[config.mk]
export PLATFORM = sky130hd
export DESIGN_NAME = pwrfail_sequencer
export DESIGN_NICKNAME = d
export VERILOG_FILES = /design/src/rtl/pwrfail_pkg.sv /design/src/rtl/pwrfail_deglitch.sv /design/src/rtl/pwrfail_flag_bank.sv /design/src/rtl/pwrfail_fsm.sv /design/src/rtl/pwrfail_sequencer.sv
export SDC_FILE = /design/constraint.sdc
export NUM_CORES = 1
export LEC_CHECK = 0
export ABC_AREA = 1
export CAP_MARGIN = 5
export CORE_MARGIN = 5
export CORE_UTILIZATION = 55
export DETAILED_ROUTE_END_ITERATION = 16
export GPL_TIMING_DRIVEN = 0
export PLACE_DENSITY = 0.86
export SYNTH_ARGS = -nofsm -noshare
export SYNTH_HDL_FRONTEND = slang
export SYNTH_SLANG_ARGS = --single-unit
[constraint.sdc]
create_clock -name clk -period 3.5 [get_ports clk]
set_input_delay 0.35 -clock clk [delete_from_list [all_inputs] [get_ports clk]]
set_output_delay 0.35 -clock clk [all_outputs]
set_load 0.005 [all_outputs]
[src/rtl/pwrfail_pkg.sv]
package pwrfail_pkg;

    // comparator channel indices; thresholds ordered swap < prot < full
    localparam int unsigned CH_SWAP = 0;
    localparam int unsigned CH_PROT = 1;
    localparam int unsigned CH_FULL = 2;
    localparam int unsigned NUM_CH  = 3;

    typedef enum logic [1:0] {
        ST_SEALED    = 2'd0,
        ST_NORMAL    = 2'd1,
        ST_PROTECTED = 2'd2,
        ST_BACKUP    = 2'd3
    } pf_state_e;

    typedef struct packed {
        logic wr_protect;
        logic bus_isolate;
        logic batt_sel;
        logic sealed;
    } pf_ctrl_t;

    typedef struct packed {
        logic full;
        logic prot;
        logic swap;
    } pf_level_t;

    function automatic pf_ctrl_t decode_ctrl(input pf_state_e st);
        pf_ctrl_t c;
        c.wr_protect  = (st != ST_NORMAL);
        c.bus_isolate = (st != ST_NORMAL);
        c.batt_sel    = (st == ST_BACKUP);
        c.sealed      = (st == ST_SEALED);
        return c;
    endfunction

    function automatic pf_state_e next_state(input pf_state_e st, input pf_level_t lv);
        pf_state_e n;
        n = st;
        unique case (st)
            ST_SEALED: begin
                if (lv.prot) n = lv.full ? ST_NORMAL : ST_PROTECTED;
            end
            ST_NORMAL: begin
                if (!lv.swap)      n = ST_BACKUP;
                else if (!lv.prot) n = ST_PROTECTED;
            end
            ST_PROTECTED: begin
                if (lv.full)       n = ST_NORMAL;
                else if (!lv.swap) n = ST_BACKUP;
            end
            ST_BACKUP: begin
                if (lv.swap) n = lv.full ? ST_NORMAL : ST_PROTECTED;
            end
            default: n = ST_SEALED;
        endcase
        return n;
    endfunction

endpackage

[src/rtl/pwrfail_deglitch.sv]
module pwrfail_deglitch #(
    parameter int unsigned FILT_CYCLES = 4,
    parameter int unsigned SYNC_STAGES = 2
) (
    input  logic clk,
    input  logic rst,
    input  logic raw_i,
    output logic level_o
);
    localparam int unsigned CW = (FILT_CYCLES > 1) ? $clog2(FILT_CYCLES) : 1;
    localparam logic [CW-1:0] CNT_LAST = CW'(FILT_CYCLES - 1);

    logic [SYNC_STAGES-1:0] sync_q;
    logic                   sync_lvl;
    logic [CW-1:0]          run_cnt;
    logic                   level_q;

    always_ff @(posedge clk) begin
        if (rst) sync_q <= '0;
        else     sync_q <= {sync_q[SYNC_STAGES-2:0], raw_i};
    end

    assign sync_lvl = sync_q[SYNC_STAGES-1];

    always_ff @(posedge clk) begin
        if (rst) begin
            run_cnt <= '0;
            level_q <= 1'b0;
        end else if (sync_lvl != level_q) begin
            if (run_cnt == CNT_LAST) begin
                level_q <= sync_lvl;
                run_cnt <= '0;
            end else begin
                run_cnt <= run_cnt + CW'(1);
            end
        end else begin
            run_cnt <= '0;
        end
    end

    assign level_o = level_q;

    // a filtered change must agree with the synchronised input it came from
    assert_filter_follows_sync_R9: assert property (@(posedge clk) disable iff (rst)
        !$stable(level_q) |-> ($past(sync_lvl) == level_q));

    // the filtered level never moves while the synchronised input agrees with it
    assert_filter_holds_R9: assert property (@(posedge clk) disable iff (rst)
        (sync_lvl == level_q) |=> $stable(level_q));

endmodule

[src/rtl/pwrfail_flag_bank.sv]
module pwrfail_flag_bank
    import pwrfail_pkg::*;
#(
    parameter int unsigned FILT_CYCLES = 4,
    parameter int unsigned SYNC_STAGES = 2
) (
    input  logic              clk,
    input  logic              rst,
    input  logic [NUM_CH-1:0] raw_i,
    output pf_level_t         level_o
);
    logic [NUM_CH-1:0] filt;

    for (genvar ch = 0; ch < NUM_CH; ch++) begin : g_ch
        pwrfail_deglitch #(
            .FILT_CYCLES(FILT_CYCLES),
            .SYNC_STAGES(SYNC_STAGES)
        ) deglitch_i (
            .clk    (clk),
            .rst    (rst),
            .raw_i  (raw_i[ch]),
            .level_o(filt[ch])
        );
    end

    always_comb begin
        level_o.full = filt[CH_FULL];
        level_o.prot = filt[CH_PROT];
        level_o.swap = filt[CH_SWAP];
    end

endmodule

[src/rtl/pwrfail_fsm.sv]
module pwrfail_fsm
    import pwrfail_pkg::*;
(
    input  logic      clk,
    input  logic      rst,
    input  pf_level_t level_i,
    output pf_ctrl_t  ctrl_o
);
    pf_state_e state_q;
    pf_state_e state_d;

    always_comb state_d = next_state(state_q, level_i);

    always_ff @(posedge clk) begin
        if (rst) state_q <= ST_SEALED;
        else     state_q <= state_d;
    end

    always_comb ctrl_o = decode_ctrl(state_q);

    assert_seal_needs_prot_R2: assert property (@(posedge clk) disable iff (rst)
        (state_q == ST_SEALED && !level_i.prot) |=> (state_q == ST_SEALED));

    assert_seal_never_returns_R2: assert property (@(posedge clk) disable iff (rst)
        (state_q != ST_SEALED) |=> (state_q != ST_SEALED));

    assert_sealed_no_battery_R3: assert property (@(posedge clk) disable iff (rst)
        (state_q == ST_SEALED) |-> !ctrl_o.batt_sel);

    assert_normal_needs_full_R4: assert property (@(posedge clk) disable iff (rst)
        (state_q != ST_NORMAL && !level_i.full) |=> (state_q != ST_NORMAL));

    assert_leave_normal_R5: assert property (@(posedge clk) disable iff (rst)
        (state_q == ST_NORMAL && !level_i.prot) |=> ctrl_o.wr_protect && ctrl_o.bus_isolate);

    assert_hysteresis_R6: assert property (@(posedge clk) disable iff (rst)
        (state_q == ST_NORMAL && level_i.prot) |=> (state_q == ST_NORMAL));

    assert_battery_protects_R7: assert property (@(posedge clk) disable iff (rst)
        ctrl_o.batt_sel |-> (ctrl_o.wr_protect && ctrl_o.bus_isolate));

    assert_backup_release_R8: assert property (@(posedge clk) disable iff (rst)
        (state_q == ST_BACKUP && level_i.swap) |=> !ctrl_o.batt_sel);

endmodule

[src/rtl/pwrfail_sequencer.sv]
module pwrfail_sequencer
    import pwrfail_pkg::*;
#(
    parameter int unsigned FILT_CYCLES = 4,
    parameter int unsigned SYNC_STAGES = 2
) (
    input  logic clk,
    input  logic rst,
    input  logic cmp_full_i,
    input  logic cmp_prot_i,
    input  logic cmp_swap_i,
    output logic wr_protect_o,
    output logic bus_isolate_o,
    output logic batt_sel_o,
    output logic sealed_o
);
    logic [NUM_CH-1:0] raw_flags;
    pf_level_t         level;
    pf_ctrl_t          ctrl;

    always_comb begin
        raw_flags          = '0;
        raw_flags[CH_FULL] = cmp_full_i;
        raw_flags[CH_PROT] = cmp_prot_i;
        raw_flags[CH_SWAP] = cmp_swap_i;
    end

    pwrfail_flag_bank #(
        .FILT_CYCLES(FILT_CYCLES),
        .SYNC_STAGES(SYNC_STAGES)
    ) flag_bank_i (
        .clk    (clk),
        .rst    (rst),
        .raw_i  (raw_flags),
        .level_o(level)
    );

    pwrfail_fsm fsm_i (
        .clk    (clk),
        .rst    (rst),
        .level_i(level),
        .ctrl_o (ctrl)
    );

    assign wr_protect_o  = ctrl.wr_protect;
    assign bus_isolate_o = ctrl.bus_isolate;
    assign batt_sel_o    = ctrl.batt_sel;
    assign sealed_o      = ctrl.sealed;

    assert_reset_sealed_R1: assert property (@(posedge clk)
        $past(rst) |-> (sealed_o && wr_protect_o && bus_isolate_o && !batt_sel_o));

endmodule

Word-level counts from Yosys, hierarchy flattened
Cells that the tools add are included.
- $add $sub $neg: 3
- reductions and logical operators: 8
- mux-type cells: 8
- equality and inequality tests: 14
- bitwise logic cells: 3
- operators by type and width (operator ; count):
    $mux W2 ; 7
    $eq A2 B2 Y1 const B ; 5
    $reduce_or A3 Y1 ; 3
    $pmux W2 S4 ; 1
    $add A2 B1 Y2 const B ; 3
    $ne A2 B1 Y1 const B ; 3
    $ne A3 B3 Y1 const B ; 2
    $reduce_and A2 Y1 ; 3
    $reduce_and A4 Y1 ; 1
    $ne A1 B1 Y1 ; 3
    $not A1 Y1 ; 3
    $eq A2 B1 Y1 const B ; 1
    $logic_not A2 Y1 ; 1
- register bits after elaboration: 17
- input port bits: 5
- output and inout port bits: 4

Depth between registers and ports, before layout
- word-level depth: 3
- gate-level depth with buffers: 9
- depth with buffers taken out: 9

By module
A second synthesis with hierarchy kept.
- cell total of the unflattened synthesis: 105
- area, all modules: 780.7 µm²
- modules (own cells, without submodules) (module ; sequential area each (µm²) ; cells each ; times used ; area an instance (µm²)):
    pwrfail_deglitch ; 100.1 ; 23 ; 3 ; 186.4
    pwrfail_fsm ; 40.0 ; 36 ; 1 ; 221.5

Worst setup path before layout
No wires, ideal clock.
- path type: register -> output
- start: register fsm_i.state_q[1]
- end: output wr_protect_o
- arrival: 800 ps
- stages on the path, launching flop included: 5
- slack: 2350 ps
- data required time: 3150 ps
- path through: dfxtp_1 inv_1 ha_1 inv_1 buf_4
- longest elaborated chain between the ends: 1
- RTL lines (item ; line ; RTL):
    start: declaration ; pwrfail_fsm.sv:9 ; pf_state_e state_q;
    start signal: assignment ; pwrfail_fsm.sv:16 ; else state_q <= state_d;
    $ne A2 B1 Y1 ; n/a ;
    end: declaration ; pwrfail_sequencer.sv:12 ; output logic wr_protect_o,
No other way between the ends.

Worst setup path in the final report
- start: register fsm_i.state_q[1]
- end: output wr_protect_o
- longest elaborated chain between the ends: 1
- RTL lines (item ; line ; RTL):
    $ne A2 B1 Y1 ; pwrfail_pkg.sv:31 ; c.wr_protect = (st != ST_NORMAL);
No other way between the ends.

==> run_results.csv <==
group,metric,value,unit
synthesis,syn_inst,90,
global_routing,grt_pass1_wl,2.028,mm
worst_setup_path,required,3.15,ns
layout,fin_nets,115,
global_routing,met2_usage,0.2308,
floorplan,start_util,0.5690,
routing,drt_iter0_drc,12,
clock_network,numCtsBuffers,3,
worst_setup_path,cpMostUsedCell,"inv_1",
clock_network,cts_resized,0,
global_routing,grt.overflow.total,0,
clock_network,clock_sinks,17,
routing,antenna_left,0,
worst_setup_path,start_kind,"flop",
placement,post-dp-hpwl,860.6,µm
min_path,worstHoldPathType,"reg -> reg",
clock_network,root_buffer,"clkbuf_4",
power_and_ir_drop,power_density,572.3,mW/mm²
synthesis,yosysWarnings,0,
clock_network,clock_path_buffers,2,
layout,antenna_cells,0,
power_and_ir_drop,power.total,484.8,µW
global_routing,grt_max_degree,10,
placement,io_buffers,8,
routing,wirelength,1.103,mm
power_and_ir_drop,ir_worst_vdd,0.3162,mV
worst_setup_path,critPathMaxStageDelay,0.48,ns
placement,gp_congestion,0.7804,
clock_network,htree_levels,1,
placement,post-place-ws,1.812,ns
floorplan,die-area,0.002137,mm²
sta,fin_crit,1.994,ns
clock_network,path_clk_slew,0.09,ns
layout,finish.utilization,0.6677,
worst_setup_path,cp_max_fo,4,
sta,finalSetupViolations,0,
routing,viasPerCell,4.726,
run_status,outcome,"finished, final reports clean",
routing,vias,553,
global_routing,grt.busiest_layer,"met2",
sta,post-route-period-util,0.5698,
layout,syn_to_final_growth,17.33,%
worst_setup_path,crit_chain,"inv_1 -> ha_1 -> inv_1 -> buf_4 -> clkdlybuf4s50_1",
sta,rsz0062_at_grt,"false",
clock_network,post_cts_buffers,0,
synthesis,ys_seq_area_frac,0.4714,
synthesis,synthDistinctLibCells,13,
sta,hold_viol,0,
synthesis,avgSynthCellArea,8.022,µm²
worst_setup_path,cp.arrival,1.64,ns
placement,placed_cell_area,820.8,µm²
floorplan,core_area,0.001269,mm²
synthesis,ys_seq_elements,17,
floorplan,die_h,46.23,µm
worst_setup_path,end_kind,"output pin",
layout,post-route-cell-area,847.1,µm²
synthesis,synth_nets,102,
sta,tns,0,ns
floorplan,pin_count,9,
sta,relSlewSlack,0.8433,
sta,tightest_slew,0.2343,ns
global_routing,use_met1,0.1466,
global_routing,track_usage,0.1332,
worst_setup_path,path_buf_inv,4,
routing,firstDrtPassIters,4,
routing,drc,0,
clock_network,cts_tree,"yes",
global_routing,grt_util_met3,0.02344,
sta,finalMaxSlewViolations,0,
global_routing,antenna_found_initial,0,
global_routing,grt_pass1_vias,536,
worst_setup_path,cp_top_family,"buffers and inverters",
sta,fin_worst_skew,0.001106,ns
worst_setup_path,critical_path_class,"reg -> out",
sta,setup_ws,1.506,ns
worst_setup_path,r2r_slack,2.27,ns
worst_setup_path,slowest_stage,"clkdlybuf4s50_1",
routing,wl_per_cell,9.427,µm
sta,fmax,501.5,MHz
layout,drive_gt1_frac,0.09804,
floorplan,rows,13,
floorplan,die_x,46.23,µm
layout,nFillCells,105,
synthesis,syn-cell-area,721.9,µm²
clock_network,ctsHoldBuffers,0,
flow_run,cap_violations,0,
clock_network,worst_skew_pair.late_latency,0.28,ns
power_and_ir_drop,leakage,0.0003950,µW
## flip-flops by register name, summed over array words and instances, names as in the netlist
| signal | flops |
|---|---|
| fsm_i.state_q | 2 |
| flag_bank_i.g_ch.deglitch_i.run_cnt | 6 |
| flag_bank_i.g_ch.deglitch_i.sync_q | 6 |
| flag_bank_i.g_ch.deglitch_i.level_o | 3 |
## worst min-delay path, delay by kind of cell, from the launching register on
family / cells / cell delay, ns
DFF: 1 / 0.31
and+or+nand+nor: 1 / 0.03
buffers and inverters: 1 / 0.04
## cell usage after synthesis
cell      number  area (µm²)
nand2_1        8       30.03
dfxtp_1       17       340.3
ha_1           7       87.58
nor2_1        18       67.56
a21oi_1        6       30.03
nand3_1        2       10.01
nor2_4         1       11.26
o21ai_0        3       15.01
inv_2          1       3.750
inv_1         19       71.32
buf_4          1       7.510
o211ai_1       3       22.52
nand2_2        4       25.02
## stage by stage
step,hold slack [ns],instances
after floorplan,0.3883,90
after global placement,0.3912,113
after detailed placement,0.3960,113
after CTS,0.4086,117
after global routing,0.4361,117
final,0.4053,117
## cells in the final DEF (no fill, tap or decap), types with 2 or more instances in the layout
cell              n
nand2_1           8
ha_1              7
nand3_1           2
clkbuf_4          3
clkdlybuf4s50_1   8
a21oi_1           6
o21ai_0           3
inv_1            19
nand2_2           4
nor2_1           18
dfxtp_1          17
o211ai_1          3
## cells by family after synthesis
| group | share of synthesized area |
|---|---|
| simple gates | 0.1993 |
| flops | 0.4714 |
| fa+ha+maj | 0.1213 |
| compound gates | 0.09358 |
| buf+inv | 0.1144 |
## routing by layer
layer | up-vias | wire length [µm]
li1 | 293 | -
met5 | - | 0
met4 | 0 | 25
met3 | 4 | 68
met1 | 241 | 479
met2 | 15 | 530
## final cells by class
cell class	instances	area (µm²)	share of cell area
well taps	15	18.77	0.02216
flip-flops and latches	17	340.3	0.4018
repair buffers	8	80.08	0.09453
plain buffers	1	7.507	0.008863
inverters	20	75.07	0.08863
clock buffers	4	26.28	0.03102
multi-input cells	52	299.0	0.3530
## worst paths after layout
check	start	endpoint	cells past startpoint
worst max-delay path	fsm_i.state_q[1]	wr_protect_o	5
worst min-delay path	flag_bank_i.g_ch[0].deglitch_i.sync_q[0]	flag_bank_i.g_ch[0].deglitch_i.sync_q[1]	2
worst max register to register	fsm_i.state_q[1]	fsm_i.state_q[1]	8
worst min register to register	flag_bank_i.g_ch[0].deglitch_i.sync_q[0]	flag_bank_i.g_ch[0].deglitch_i.sync_q[1]	2
## power breakdown
group	total (µW)	switching, µW	internal [µW]
sequential	220	12.2	207
clock	100	55.8	44.2
combinational	165	78.6	86.5
total	485	147	338
Note: power is estimated with default switching activity, not from simulation.
